--- src/rtl/pscl_pkg.sv ---
package pscl_pkg;

    typedef enum logic {
        OWN_TIMER = 1'b0,
        OWN_WDOG  = 1'b1
    } owner_e;

    typedef enum logic {
        SRC_CYCLE = 1'b0,
        SRC_SLOW  = 1'b1
    } tsrc_e;

endpackage

--- src/rtl/pscl_prescaler.sv ---
module pscl_prescaler
    import pscl_pkg::*;
#(
    parameter int PSC_W = 8,
    parameter int RAT_W = 3
) (
    input  logic             clk,
    input  logic             rst_n,
    input  owner_e           owner,
    input  logic [RAT_W-1:0] ratio,
    input  logic             tmr_base_tick,
    input  logic             wdt_base_tick,
    input  logic             tmr_wr,
    input  logic             wdt_clr,
    input  logic             sleep_req,
    output logic             tmr_tick,
    output logic             wdt_tick
);

    typedef struct packed {
        logic [PSC_W-1:0] cnt;
        owner_e           owner;
    } psc_state_t;

    psc_state_t st_d, st_q;
    logic [PSC_W-1:0] mask;
    logic             in_tick;
    logic             clr;
    logic             div_tick;

    for (genvar i = 0; i < PSC_W; i++) begin : g_mask
        assign mask[i] = (int'(ratio) >= i);
    end

    always_comb begin
        st_d       = st_q;
        st_d.owner = owner;
        in_tick    = (owner == OWN_WDOG) ? wdt_base_tick : tmr_base_tick;
        clr        = tmr_wr
                   || (owner != st_q.owner)
                   || ((owner == OWN_WDOG) && (wdt_clr || sleep_req));
        div_tick   = in_tick && !clr && ((st_q.cnt & mask) == mask);
        if (clr) begin
            st_d.cnt = '0;
        end else if (in_tick) begin
            st_d.cnt = st_q.cnt + 1'b1;
        end
        tmr_tick = (owner == OWN_WDOG) ? tmr_base_tick : div_tick;
        wdt_tick = (owner == OWN_WDOG) ? div_tick : wdt_base_tick;
    end

    always_ff @(posedge clk) begin
        if (!rst_n) begin
            st_q <= '{cnt: '0, owner: OWN_TIMER};
        end else begin
            st_q <= st_d;
        end
    end

endmodule

--- src/rtl/pscl_timer.sv ---
module pscl_timer #(
    parameter int CNT_W = 8
) (
    input  logic             clk,
    input  logic             rst_n,
    input  logic             tick,
    input  logic             wr,
    input  logic [CNT_W-1:0] wr_data,
    input  logic             ovf_clr,
    output logic [CNT_W-1:0] count,
    output logic             ovf
);

    typedef struct packed {
        logic [CNT_W-1:0] cnt;
        logic             ovf;
    } tmr_state_t;

    tmr_state_t st_d, st_q;
    logic       wrap;

    always_comb begin
        st_d = st_q;
        wrap = 1'b0;
        if (wr) begin
            st_d.cnt = wr_data;
        end else if (tick) begin
            wrap     = (st_q.cnt == {CNT_W{1'b1}});
            st_d.cnt = st_q.cnt + 1'b1;
        end
        st_d.ovf = wrap || (st_q.ovf && !ovf_clr);
    end

    always_ff @(posedge clk) begin
        if (!rst_n) begin
            st_q <= '0;
        end else begin
            st_q <= st_d;
        end
    end

    assign count = st_q.cnt;
    assign ovf   = st_q.ovf;

endmodule

--- src/rtl/pscl_watchdog.sv ---
module pscl_watchdog #(
    parameter int WDT_W = 8
) (
    input  logic clk,
    input  logic rst_n,
    input  logic tick,
    input  logic clr,
    output logic timeout
);

    typedef struct packed {
        logic [WDT_W-1:0] cnt;
        logic             to;
    } wdt_state_t;

    wdt_state_t st_d, st_q;

    always_comb begin
        st_d    = st_q;
        st_d.to = 1'b0;
        if (clr) begin
            st_d.cnt = '0;
        end else if (tick) begin
            st_d.to  = (st_q.cnt == {WDT_W{1'b1}});
            st_d.cnt = st_q.cnt + 1'b1;
        end
    end

    always_ff @(posedge clk) begin
        if (!rst_n) begin
            st_q <= '0;
        end else begin
            st_q <= st_d;
        end
    end

    assign timeout = st_q.to;

endmodule

--- src/rtl/pscl_timer_wdt.sv ---
module pscl_timer_wdt
    import pscl_pkg::*;
#(
    parameter int CNT_W = 8,
    parameter int WDT_W = 8,
    parameter int PSC_W = 8,
    parameter int RAT_W = 3
) (
    input  logic             clk,
    input  logic             rst_n,
    input  logic             slow_tick,
    input  logic             cfg_owner,
    input  logic             cfg_src,
    input  logic [RAT_W-1:0] cfg_ratio,
    input  logic             tmr_wr,
    input  logic [CNT_W-1:0] tmr_wr_data,
    input  logic             ovf_clr,
    input  logic             wdt_clr,
    input  logic             sleep_req,
    output logic [CNT_W-1:0] tmr_count,
    output logic             tmr_ovf,
    output logic             wdt_timeout
);

    typedef struct packed {
        logic phase;
    } top_state_t;

    top_state_t st_d, st_q;
    logic       cyc_tick;
    logic       tmr_base;
    logic       tmr_tick;
    logic       wdt_tick;
    owner_e     owner;
    tsrc_e      src;

    always_comb begin
        st_d.phase = !st_q.phase;
        cyc_tick   = st_q.phase;
        owner      = owner_e'(cfg_owner);
        src        = tsrc_e'(cfg_src);
        tmr_base   = (src == SRC_SLOW) ? slow_tick : cyc_tick;
    end

    always_ff @(posedge clk) begin
        if (!rst_n) begin
            st_q <= '0;
        end else begin
            st_q <= st_d;
        end
    end

    pscl_prescaler #(.PSC_W(PSC_W), .RAT_W(RAT_W)) psc_i (
        .clk           (clk),
        .rst_n         (rst_n),
        .owner         (owner),
        .ratio         (cfg_ratio),
        .tmr_base_tick (tmr_base),
        .wdt_base_tick (cyc_tick),
        .tmr_wr        (tmr_wr),
        .wdt_clr       (wdt_clr),
        .sleep_req     (sleep_req),
        .tmr_tick      (tmr_tick),
        .wdt_tick      (wdt_tick)
    );

    pscl_timer #(.CNT_W(CNT_W)) tmr_i (
        .clk     (clk),
        .rst_n   (rst_n),
        .tick    (tmr_tick),
        .wr      (tmr_wr),
        .wr_data (tmr_wr_data),
        .ovf_clr (ovf_clr),
        .count   (tmr_count),
        .ovf     (tmr_ovf)
    );

    pscl_watchdog #(.WDT_W(WDT_W)) wdt_i (
        .clk     (clk),
        .rst_n   (rst_n),
        .tick    (wdt_tick),
        .clr     (wdt_clr),
        .timeout (wdt_timeout)
    );

endmodule

--- config.mk ---
export PLATFORM = sky130hd
export DESIGN_NAME = pscl_timer_wdt
export DESIGN_NICKNAME = d
export VERILOG_FILES = /design/src/rtl/pscl_pkg.sv /design/src/rtl/pscl_prescaler.sv /design/src/rtl/pscl_timer.sv /design/src/rtl/pscl_watchdog.sv /design/src/rtl/pscl_timer_wdt.sv
export SDC_FILE = /design/constraint.sdc
export NUM_CORES = 1
export LEC_CHECK = 0
export ABC_CLOCK_PERIOD_IN_PS = 3900
export BUFFER_PORTS_ARGS = -buffer_cell sky130_fd_sc_hd__buf_2
export CAP_MARGIN = 20
export CORE_ASPECT_RATIO = 0.6
export CORE_UTILIZATION = 40
export CTS_BUF_LIST = sky130_fd_sc_hd__clkbuf_4 sky130_fd_sc_hd__clkbuf_8 sky130_fd_sc_hd__clkbuf_16
export DETAILED_ROUTE_END_ITERATION = 6
export GPL_ROUTABILITY_DRIVEN = 0
export GPL_TIMING_DRIVEN = 1
export PLACE_DENSITY = 0.58
export RECOVER_POWER = 25
export SYNTH_ARGS = -nofsm -noshare
export SYNTH_HDL_FRONTEND = slang
export SYNTH_HIERARCHICAL = 1
export SYNTH_SLANG_ARGS = --single-unit
--- constraint.sdc ---
create_clock -name clk -period 3.9 [get_ports clk]
set_clock_uncertainty 0.2 [all_clocks]
set_input_delay 0.78 -clock clk [delete_from_list [all_inputs] [get_ports clk]]
set_output_delay 0.78 -clock clk [all_outputs]
set_load 0.02 [all_outputs]
After elaboration in Yosys (flattened, before gate mapping)
Cells that the tools add are included.
{"block": "classes", "bitwise_logic": 3, "eq_ne": 4, "add_sub_neg": 3, "mux": 8, "order_cmp": 7, "reduce_logical": 15}
{"cell": "$add 8x1->8 const B", "count": 3}
{"cell": "$eq 8x8->1 const B", "count": 2}
{"cell": "$mux 8", "count": 2}
{"cell": "$ge 3x3->1 const B", "count": 4}
{"cell": "$and 8x8->8", "count": 1}
{"cell": "$eq 8x8->1", "count": 1}
{"cell": "$ge 3x2->1 const B", "count": 2}
{"cell": "$mux 1", "count": 6}
{"cell": "$logic_and 1x1->1", "count": 4}
{"cell": "$logic_or 1x1->1", "count": 4}
{"cell": "$reduce_or 2->1", "count": 2}
{"cell": "$ge 3x1->1 const B", "count": 1}
{"cell": "$logic_not 1->1", "count": 3}
{"cell": "$reduce_or 3->1", "count": 1}
{"cell": "$not 1->1", "count": 2}
{"cell": "$reduce_bool 2->1", "count": 1}
{"cell": "$ne 1x1->1", "count": 1}
{"block": "totals", "input_bits": 20, "reg_bits": 28, "out_inout_bits": 10, "word_cells": 47}

Depth between registers and ports, before layout
Gate-level depths: netlist of run 1.
{"block": "logic_depth", "ltp_word": 10, "mapped_depth": 9, "mapped_depth_nobuf": 8}

By module
Netlist of run 1, hierarchy kept.
{"module": "pscl_prescaler", "n_inst": 1, "area_per_inst_um2": 528.0, "seq_area_each_um2": 180.2, "cells_each": 60}
{"module": "pscl_timer", "n_inst": 1, "area_per_inst_um2": 499.2, "seq_area_each_um2": 180.2, "cells_each": 59}
{"module": "pscl_watchdog", "n_inst": 1, "area_per_inst_um2": 390.4, "seq_area_each_um2": 180.2, "cells_each": 42}
{"module": "pscl_timer_wdt", "n_inst": 1, "area_per_inst_um2": 41.3, "seq_area_each_um2": 20.0, "cells_each": 3}

Least setup slack after synthesis of run 1
OpenSTA, ideal clock, no wires.
{"block": "synth_path", "path_type": "input to register", "start": "input cfg_src", "end": "register tmr_i.st_q (netlist bit tmr_i/count[7])", "setup_time_ns": 0.062, "stages": 9, "path_buffers": 1, "t_arrival_ns": 2.559, "slack_ns": 1.078, "required_ns": 3.638, "path_cell_list": "mux2_4 -> mux2_4 -> o211ai_2 -> a311o_1 -> o31ai_2 -> buf_4 -> nand3b_2 -> or4_1 -> nand3_1"}
{"block": "synth_between", "elab_chain_len": 6}
{"item": "start: declaration", "line": "pscl_timer_wdt.sv:13", "source": "input logic cfg_src,"}
{"item": "$mux 1 (*)", "line": "pscl_timer_wdt.sv:42", "source": "tmr_base = (src == SRC_SLOW) ? slow_tick : cyc_tick;"}
{"item": "$mux 1", "line": "pscl_prescaler.sv:38", "source": "in_tick = (owner == OWN_WDOG) ? wdt_base_tick : tmr_base_tick;"}
{"item": "$logic_and 1x1->1 (2 in a row)", "line": "pscl_prescaler.sv:42", "source": "div_tick = in_tick && !clr && ((st_q.cnt & mask) == mask);"}
{"item": "$mux 1 (*)", "line": "pscl_prescaler.sv:48", "source": "tmr_tick = (owner == OWN_WDOG) ? tmr_base_tick : div_tick;"}
{"item": "via tmr_tick", "line": "pscl_timer_wdt.sv:32", "source": "logic tmr_tick;"}
{"item": "$reduce_bool 2->1 (no line) (*)"}
{"item": "end signal: assignment", "line": "pscl_timer.sv:38", "source": "st_q <= st_d;"}
{"item": "end: declaration", "line": "pscl_timer.sv:19", "source": "tmr_state_t st_d, st_q;"}
The timed path passes the listed nets; every way through them passes the cells marked *.
A chain may end at the register's enable or synchronous reset.

Final worst setup path of run 1
{"block": "layout_path", "start": "input cfg_owner", "end": "register tmr_i.st_q (netlist bit tmr_i/count[7])"}
{"block": "layout_between", "elab_chain_len": 8, "word_cells_on_any_way": 10, "classes_between": "1 x eq/ne; 2 x mux; 7 x reduce/logical"}
{"item": "start: declaration", "line": "pscl_timer_wdt.sv:12", "source": "input logic cfg_owner,"}
{"item": "$ne 1x1->1", "line": "pscl_prescaler.sv:40", "source": "|| (owner != st_q.owner)"}
{"item": "$logic_or 1x1->1", "line": "pscl_prescaler.sv:40"}
{"item": "$logic_or 1x1->1", "line": "pscl_prescaler.sv:41", "source": "|| ((owner == OWN_WDOG) && (wdt_clr || sleep_req));"}
{"item": "$logic_not 1->1", "line": "pscl_prescaler.sv:42"}
{"item": "$logic_and 1x1->1 (2 in a row)", "line": "pscl_prescaler.sv:42"}
{"item": "$mux 1 (*)", "line": "pscl_prescaler.sv:48"}
{"item": "via tmr_tick", "line": "pscl_timer_wdt.sv:32"}
{"item": "$reduce_bool 2->1 (no line) (*)"}
Marked as above.

==> results by group, run 1 <==
Floorplanning
  – Die W: 79.97 microns
  – Core Area: 3363 sq um
  – I/O pin count: 30
  – Rows: 16
  – Die ar.: 3901 sq um
  – Initial core utilization: 0.4338
  – Die Ht: 48.78 microns

Synth
  – Dominant cells by area after synthesis: dfxtp_1, xor2_1, o21ai_0, nor2_1, nand4_1
  – Syn Inst Count: 164
  – Unique cell type count in the Yosys netlist: 44
  – Number of enable flip-flop cells after synthesis: 0
  – Yosys reg bits: 28
  – Leading area contributor after synthesis: dfxtp_1
  – Synth Warn #: 6
  – Top_reg_cell synth: dfxtp_1
  – Synthesized net count: 187
  – Asr flop ratio synth: 0
  – Syn avg cell area: 8.896 sq um
  – Mapped Area: 1459 sq um
  – Top-area cell type share of the netlist area: 0.3842
  – Seq/Total Area, Yosys: 0.3842

Worst setup path
  – Crit path required time: 3.93 ns
  – WP buf/inv: 2
  – CP max stage cell: or4_1
  – R2R setup slack: 1.39 ns
  – CP Max Fanout: 9
  – Crit. End Element: register
  – Largest stage delay, worst path: 0.51 ns
  – RR Startpoint: cyc_tick
  – CP Launch Type: input pin
  – Worst Path Arrival: 2.89 ns
  – Top Family by Delay on Critical Path: simple AND/OR/NAND/NOR gates
  – R2r worst-path depth: 9
  – Worst r2r dst: tmr_i/count[7]
  – Critical setup path kind: in -> reg
  – Crit path cell chain: clkbuf_1 > mux2_4 > o211ai_2 > a311o_1 > o31ai_2 > buf_4 > nand3b_2 > or4_1 > nand3_1

GRT
  – Largest net degree at the start of global routing: 17
  – Overflow after GRT: 0
  – First-pass GRT wire length: 5.099 mm
  – Vias in the first global route: 1161
  – Initial antenna violation count: 0
  – Global Route Usage Sum: 0.1677

Layout
  – Share of layout cells above drive strength 1: 0.1969
  – Nets@finish: 217
  – Post-Layout Cell Count: 238
  – Most common cell after layout, fill and taps aside: dfxtp_1
  – Area Overhead vs Synth: 16.64%
  – Most frequent cells in the layout: dfxtp_1, buf_2, o21ai_0, nor2_1, xor2_1
  – FILL cells: 326
  – N_diodes: 0

Timing
  – RSZ-0062 raised after global routing: false
  – Tmin final: 2.860 ns
  – Setup TNS: 0 ns
  – Worst hold margin: 0.2699 ns
  – Slew HR: 0.5977
  – Slew Viols, Final: 0
  – Fmax: 349.7 MHz
  – Final hold violations: 0
  – Period utilisation layout: 0.7332
  – Setup-failing EPs final: 0
  – Worst-Margin Slew: 0.6035 ns

Clock tree
  – Num CTS Buffers: 3
  – H-tree Lvls: 1
  – Setup Fix Bufs, Post-CTS: 0
  – Post_cts resized: 0
  – Clk buf depth: 2
  – CTS tree: yes
  – Clock Latency Late Sink: 0.28 ns
  – CTS clock-pin slew for the worst setup and hold paths: 0.10 ns
  – CTS sink count: 28
  – Root Buffer: clkbuf_8
  – Post-CTS Hold Buffers: 0

Place
  – DP HPWL: 2.252 mm
  – Input/output buffers: 29
  – Placed Cells: 234

Power
  – Power per cell area: 351.7 nW/um^2
  – PnR Total Power: 0.5984 mW
  – LEAKAGE: 0.6685 nW
  – VDD IR max: 0.0001875 V

Flow run
  – Number of max-cap violations: 0

Drt
  – Via density: 5.277
  – Final WL: 3.018 mm
  – DR iter-0 viols: 37
  – Wire length per cell: 12.68 microns
  – Post-route DRC: 0
  – Final ANT Viol Nets: 0
  – Drt first pass iters: 4
  – Vias: 1256

Min path
  – Start point of the worst hold path: cyc_tick
  – Hold path endpoint: cyc_tick
  – Hold path depth: 1
  – Min-delay worst type: reg -> reg

Run status
  – Outcome: finished clean
state kept, by name, summed over array words and instances, names as in the netlist:
name / cells
tmr_i/ovf: 1
cyc_tick: 1
psc_i/st_q: 9
wdt_i/timeout: 1
wdt_i/st_q: 8
tmr_i/count: 8
cell families (layout without fill, tap and decap cells):
| kind of cell | Yosys count | count (layout) | synth area share |
|---|---|---|---|
| AO/OA/AOI/OAI | 31 | 31 | 0.1364 |
| XOR/XNOR | 15 | 15 | 0.09005 |
| adder cells (fa/ha/maj) | 3 | 3 | 0.02573 |
| buffers and inverters | 10 | 39 | 0.03601 |
| flip-flops | 28 | 28 | 0.3842 |
| multiplexers | 5 | 5 | 0.04117 |
| AND/OR/NAND/NOR | 72 | 72 | 0.2865 |
through the flow:
| stage | cell area (sq um) | setup slack (ns) | util |
|---|---|---|---|
| 3_5_place_dp | 1638 | 0.8368 | 0.4870 |
| 4_1_cts | 1709 | 1.142 | 0.5082 |
| 2_1_floorplan | 1459 | 1.078 | - |
| 6_report | 1702 | 1.040 | 0.5060 |
| 3_3_place_gp | 1638 | 0.8992 | 0.4870 |
| 5_1_grt | 1702 | 0.9271 | 0.5060 |
metal layers:
layer  wire [microns]  GRT usage  vias up
li1                 -          -      642
met1             1545     0.2341      593
met2             1368     0.2550       21
met3              104    0.04673        0
met4                0    0.04167        0
met5                0          0        -
power by group:
group / total [mW] / switching (mW) / internal (mW)
combinational: 0.0674 / 0.0375 / 0.0298
sequential: 0.304 / 0.0104 / 0.293
clock: 0.227 / 0.0897 / 0.137
total: 0.598 / 0.138 / 0.461
cell type report:
cell class	count	area, sq um	share of cell area
flip-flops and latches	28	560.5	0.3294
clock inverters	1	30.03	0.01765
well taps	45	56.30	0.03309
multi-input cells	126	845.8	0.4971
inverters	4	15.01	0.008824
clock buffers	3	41.29	0.02426
repair buffers	31	152.6	0.08971
synthesized netlist by cell type (3+ instances only):
| cell | count |
|---|---|
| nor2_1 | 14 |
| nand2b_1 | 3 |
| nor2b_1 | 4 |
| nand4_1 | 8 |
| xor2_1 | 11 |
| o21ai_0 | 14 |
| mux2i_1 | 3 |
| a21oi_1 | 6 |
| ha_1 | 3 |
| or3_1 | 5 |
| and2_1 | 5 |
| inv_1 | 4 |
| nand2_1 | 10 |
| dfxtp_1 | 28 |
| xnor2_1 | 4 |
| nand3_1 | 9 |
how the worst max path moves through the flow:
stage	startpoint	end	slack [ns]	cells after the start
after CTS	cfg_src	tmr_i/count[7]	1.14	10
after global routing	cfg_owner	tmr_i/count[6]	0.93	9
final	cfg_owner	tmr_i/count[7]	1.04	9
after global placement	cfg_src	tmr_i/count[7]	0.90	10
after floorplan	cfg_src	tmr_i/count[7]	1.08	9
after detailed placement	cfg_src	tmr_i/count[6]	0.84	10
Note: power is estimated with default switching activity, not from simulation.
==> run 2, diff against run 1 <==
- ABC_CLOCK_PERIOD_IN_PS: 3900 -> 2300
- PLACE_DENSITY: 0.58 -> 0.61
- clock period: 3.9 -> 2.3 ns (I/O delays scaled with it)
==> run 2 against run 1 <==
Net effect:
- via count rose by 5.7%
- clock-buffer cell count did not move
- power rose by 73%
- die area did not move
- first-iteration DRC count rose by 130%
- cell area rose by 6.7%
- sequential power rose by 69%
- register-to-register slack got worse by 1.3 ns
- flip-flop and latch count did not move
- routed wire length rose by 6.3%
- clock power rose by 71%
- non-clock buffer count rose by 11
- critical endpoint unchanged
- largest power group unchanged
- highest routed layer is now met4
==> results by group, run 2 (synthesized netlist as in run 1, its figures left out) <==
Min path
  – Min-delay worst type: reg -> reg (unchanged)

Layout
  – FILL cells: 335 (was 326)
  – Area Overhead vs Synth: 24.44% (was 16.64%)
  – Design Area, Final: 1815 sq um (was 1702 sq um)
  – Sequential cell area: 563.0 sq um (was 560.5 sq um)
  – Most frequent cells in the layout: dfxtp_1, buf_2, nor2_1 (was dfxtp_1, buf_2, o21ai_0, nor2_1, xor2_1)
  – Max reg flops: 9 (unchanged)
  – N_diodes: 0 (unchanged)
  – Largest Register: psc_i/st_q (unchanged)
  – Most common cell after layout, fill and taps aside: dfxtp_1 (unchanged)
  – Nets@finish: 228 (was 217)
  – Multi-input gate area: 873.3 sq um (was 845.8 sq um)
  – Share of layout cells above drive strength 1: 0.2794 (was 0.1969)
  – Post-Layout Cell Count: 249 (was 238)

Worst setup path
  – Critical setup path kind: reg -> reg (was in -> reg)
  – Worst Path Arrival: 2.27 ns (was 2.89 ns)
  – Crit path required time: 2.33 ns (was 3.93 ns)
  – Top cell by count, worst path: mux2_4
  – Largest stage delay, worst path: 0.42 ns (was 0.51 ns)
  – CP Max Fanout: 8 (was 9)
  – CP Launch Type: register (was input pin)
  – Crit. End Element: register (unchanged)
  – Crit path cell chain: mux2_4 > mux2_4 > o211ai_2 > a311o_1 > o31ai_2 > buf_4 > nand3b_2 > or4_4 > nand3_2 (was clkbuf_1 > mux2_4 > o211ai_2 > a311o_1 > o31ai_2 > buf_4 > nand3b_2 > or4_1 > nand3_1)
  – CP max stage cell: or4_4 (was or4_1)

Clock tree
  – CTS tree: yes (unchanged)
  – Setup Fix Bufs, Post-CTS: 0 (unchanged)
  – Num CTS Buffers: 3 (unchanged)
  – Clk buf depth: 2 (unchanged)
  – Clock Latency Late Sink: 0.28 ns (about the same)
  – Root Buffer: clkbuf_8 (unchanged)
  – H-tree Lvls: 1 (unchanged)
  – CTS clock-pin slew for the worst setup and hold paths: 0.10 ns (about the same)
  – CTS sink count: 28 (unchanged)

Floorplanning
  – Rows: 16 (unchanged)
  – I/O pin count: 30 (unchanged)
  – Die ar.: 3901 sq um (unchanged)
  – Initial core utilization: 0.4338 (unchanged)
  – Die W: 79.97 microns (unchanged)
  – Die Ht: 48.78 microns (unchanged)
  – Core Area: 3363 sq um (unchanged)

GRT
  – Vias in the first global route: 1253 (was 1161)
  – Global Route Usage Sum: 0.1745 (was 0.1677)
  – First-pass GRT wire length: 5.416 mm (was 5.099 mm)
  – Overflow after GRT: 0 (unchanged)
  – Largest net degree at the start of global routing: 17 (unchanged)
  – Initial antenna violation count: 0 (unchanged)

Power
  – PnR Total Power: 1.037 mW (was 0.5984 mW)
  – Power per cell area: 571.2 nW/um^2 (was 351.7 nW/um^2)
  – LEAKAGE: 0.7460 nW (was 0.6685 nW)
  – VDD IR max: 0.0002441 V (was 0.0001875 V)

Timing
  – Slew Viols, Final: 0 (unchanged)
  – RSZ-0062 raised after global routing: true (was false)
  – Worst hold margin: 0.2134 ns (was 0.2699 ns)
  – Worst-Margin Slew: 0.3042 ns (was 0.6035 ns)
  – Period utilisation layout: 0.9751
  – Slew HR: 0.7972 (was 0.5977)
  – Final hold violations: 0 (unchanged)
  – Setup-failing EPs final: 0 (unchanged)
  – Final WS setup: 0.05728 ns (was 1.040 ns)
  – Fmax: 445.9 MHz
  – Tmin final: 2.243 ns

Place
  – Placed cell areas: 1739 sq um (was 1638 sq um)
  – Placed Cells: 245 (was 234)
  – Input/output buffers: 29 (unchanged)
  – Pre-CTS setup slack: -0.2555 ns (was 0.8368 ns)
  – DP HPWL: 2.402 mm (was 2.252 mm)

Drt
  – Final ANT Viol Nets: 0 (unchanged)
  – DR iter-0 viols: 84 (was 37)
  – Wire length per cell: 12.88 microns (was 12.68 microns)
  – Final WL: 3.208 mm (was 3.018 mm)
  – Vias: 1327 (was 1256)
  – Post-route DRC: 0 (unchanged)
  – Via density: 5.329 (was 5.277)
  – Drt first pass iters: 4 (unchanged)

Run status
  – Outcome: finished clean (unchanged)

Flow run
  – Number of max-cap violations: 0 (unchanged)
[run 2: cell types whose count changed in the layout (fill, tap and decap cells not counted), moves of 2 or more]
cell / delta
buf_4: +11
dfxtp_1: -2
dfxtp_2: +2
nand3_1: -2
nand3_2: +2
[run 2: per-layer routing]
metal  global-route usage  up-vias  wire [microns]
met5                    0        -               0
met4              0.02083        0              13
met3              0.04860        2             184
met2               0.2977       35            1430
met1               0.2266      629            1579
li1                     -      661               -
[run 2: worst paths after layout]
check	start	cells past startpoint	slack, ns	endpoint
min	cyc_tick	1	0.21	cyc_tick
max	cyc_tick	9	0.06	tmr_i/count[7]
min reg2reg	cyc_tick	1	0.21	cyc_tick
max reg2reg	cyc_tick	9	0.06	tmr_i/count[7]
[run 2: metrics by stage]
step	setup TNS (ns)	util
floorplan	-0.3967	-
global placement	-1.774	0.5171
detailed placement	-2.478	0.5171
CTS	0	0.5387
global route	-0.01638	0.5398
finish	0	0.5398
[run 2: area by class of cell]
class	count	area share
Multi-Input combinational cell	126	0.4810
Sequential cell	28	0.3101
Clock buffer	3	0.02274
Tap cell	45	0.03101
Inverter	4	0.008270
Timing Repair Buffer	42	0.1303
Clock inverter	1	0.01654
[run 2: where the power goes]
part | internal, mW | switching, mW | leakage [nW]
clock | 0.233 | 0.156 | 0.0357
sequential | 0.498 | 0.0170 | 0.229
combinational | 0.0624 | 0.0702 | 0.481
[run 2: repair_timing]
item                                    in CTS  in global routing
hold buffers                                 0                  0
hold endpoints to repair                     0                  0
endpoints found under the setup margin       1                  7
resized for setup                            1                  3
pin swaps                                    0                  1
[run 2: worst max-delay path: cells and delay by family, from the launching register on]
| kind | cells | cell delay (ns) |
|---|---|---|
| AOI/OAI and AO/OA | 3 | 0.57 |
| and+or+nand+nor | 3 | 0.57 |
| DFF | 1 | 0.34 |
| muxes | 2 | 0.30 |
| buffers and inverters | 1 | 0.20 |
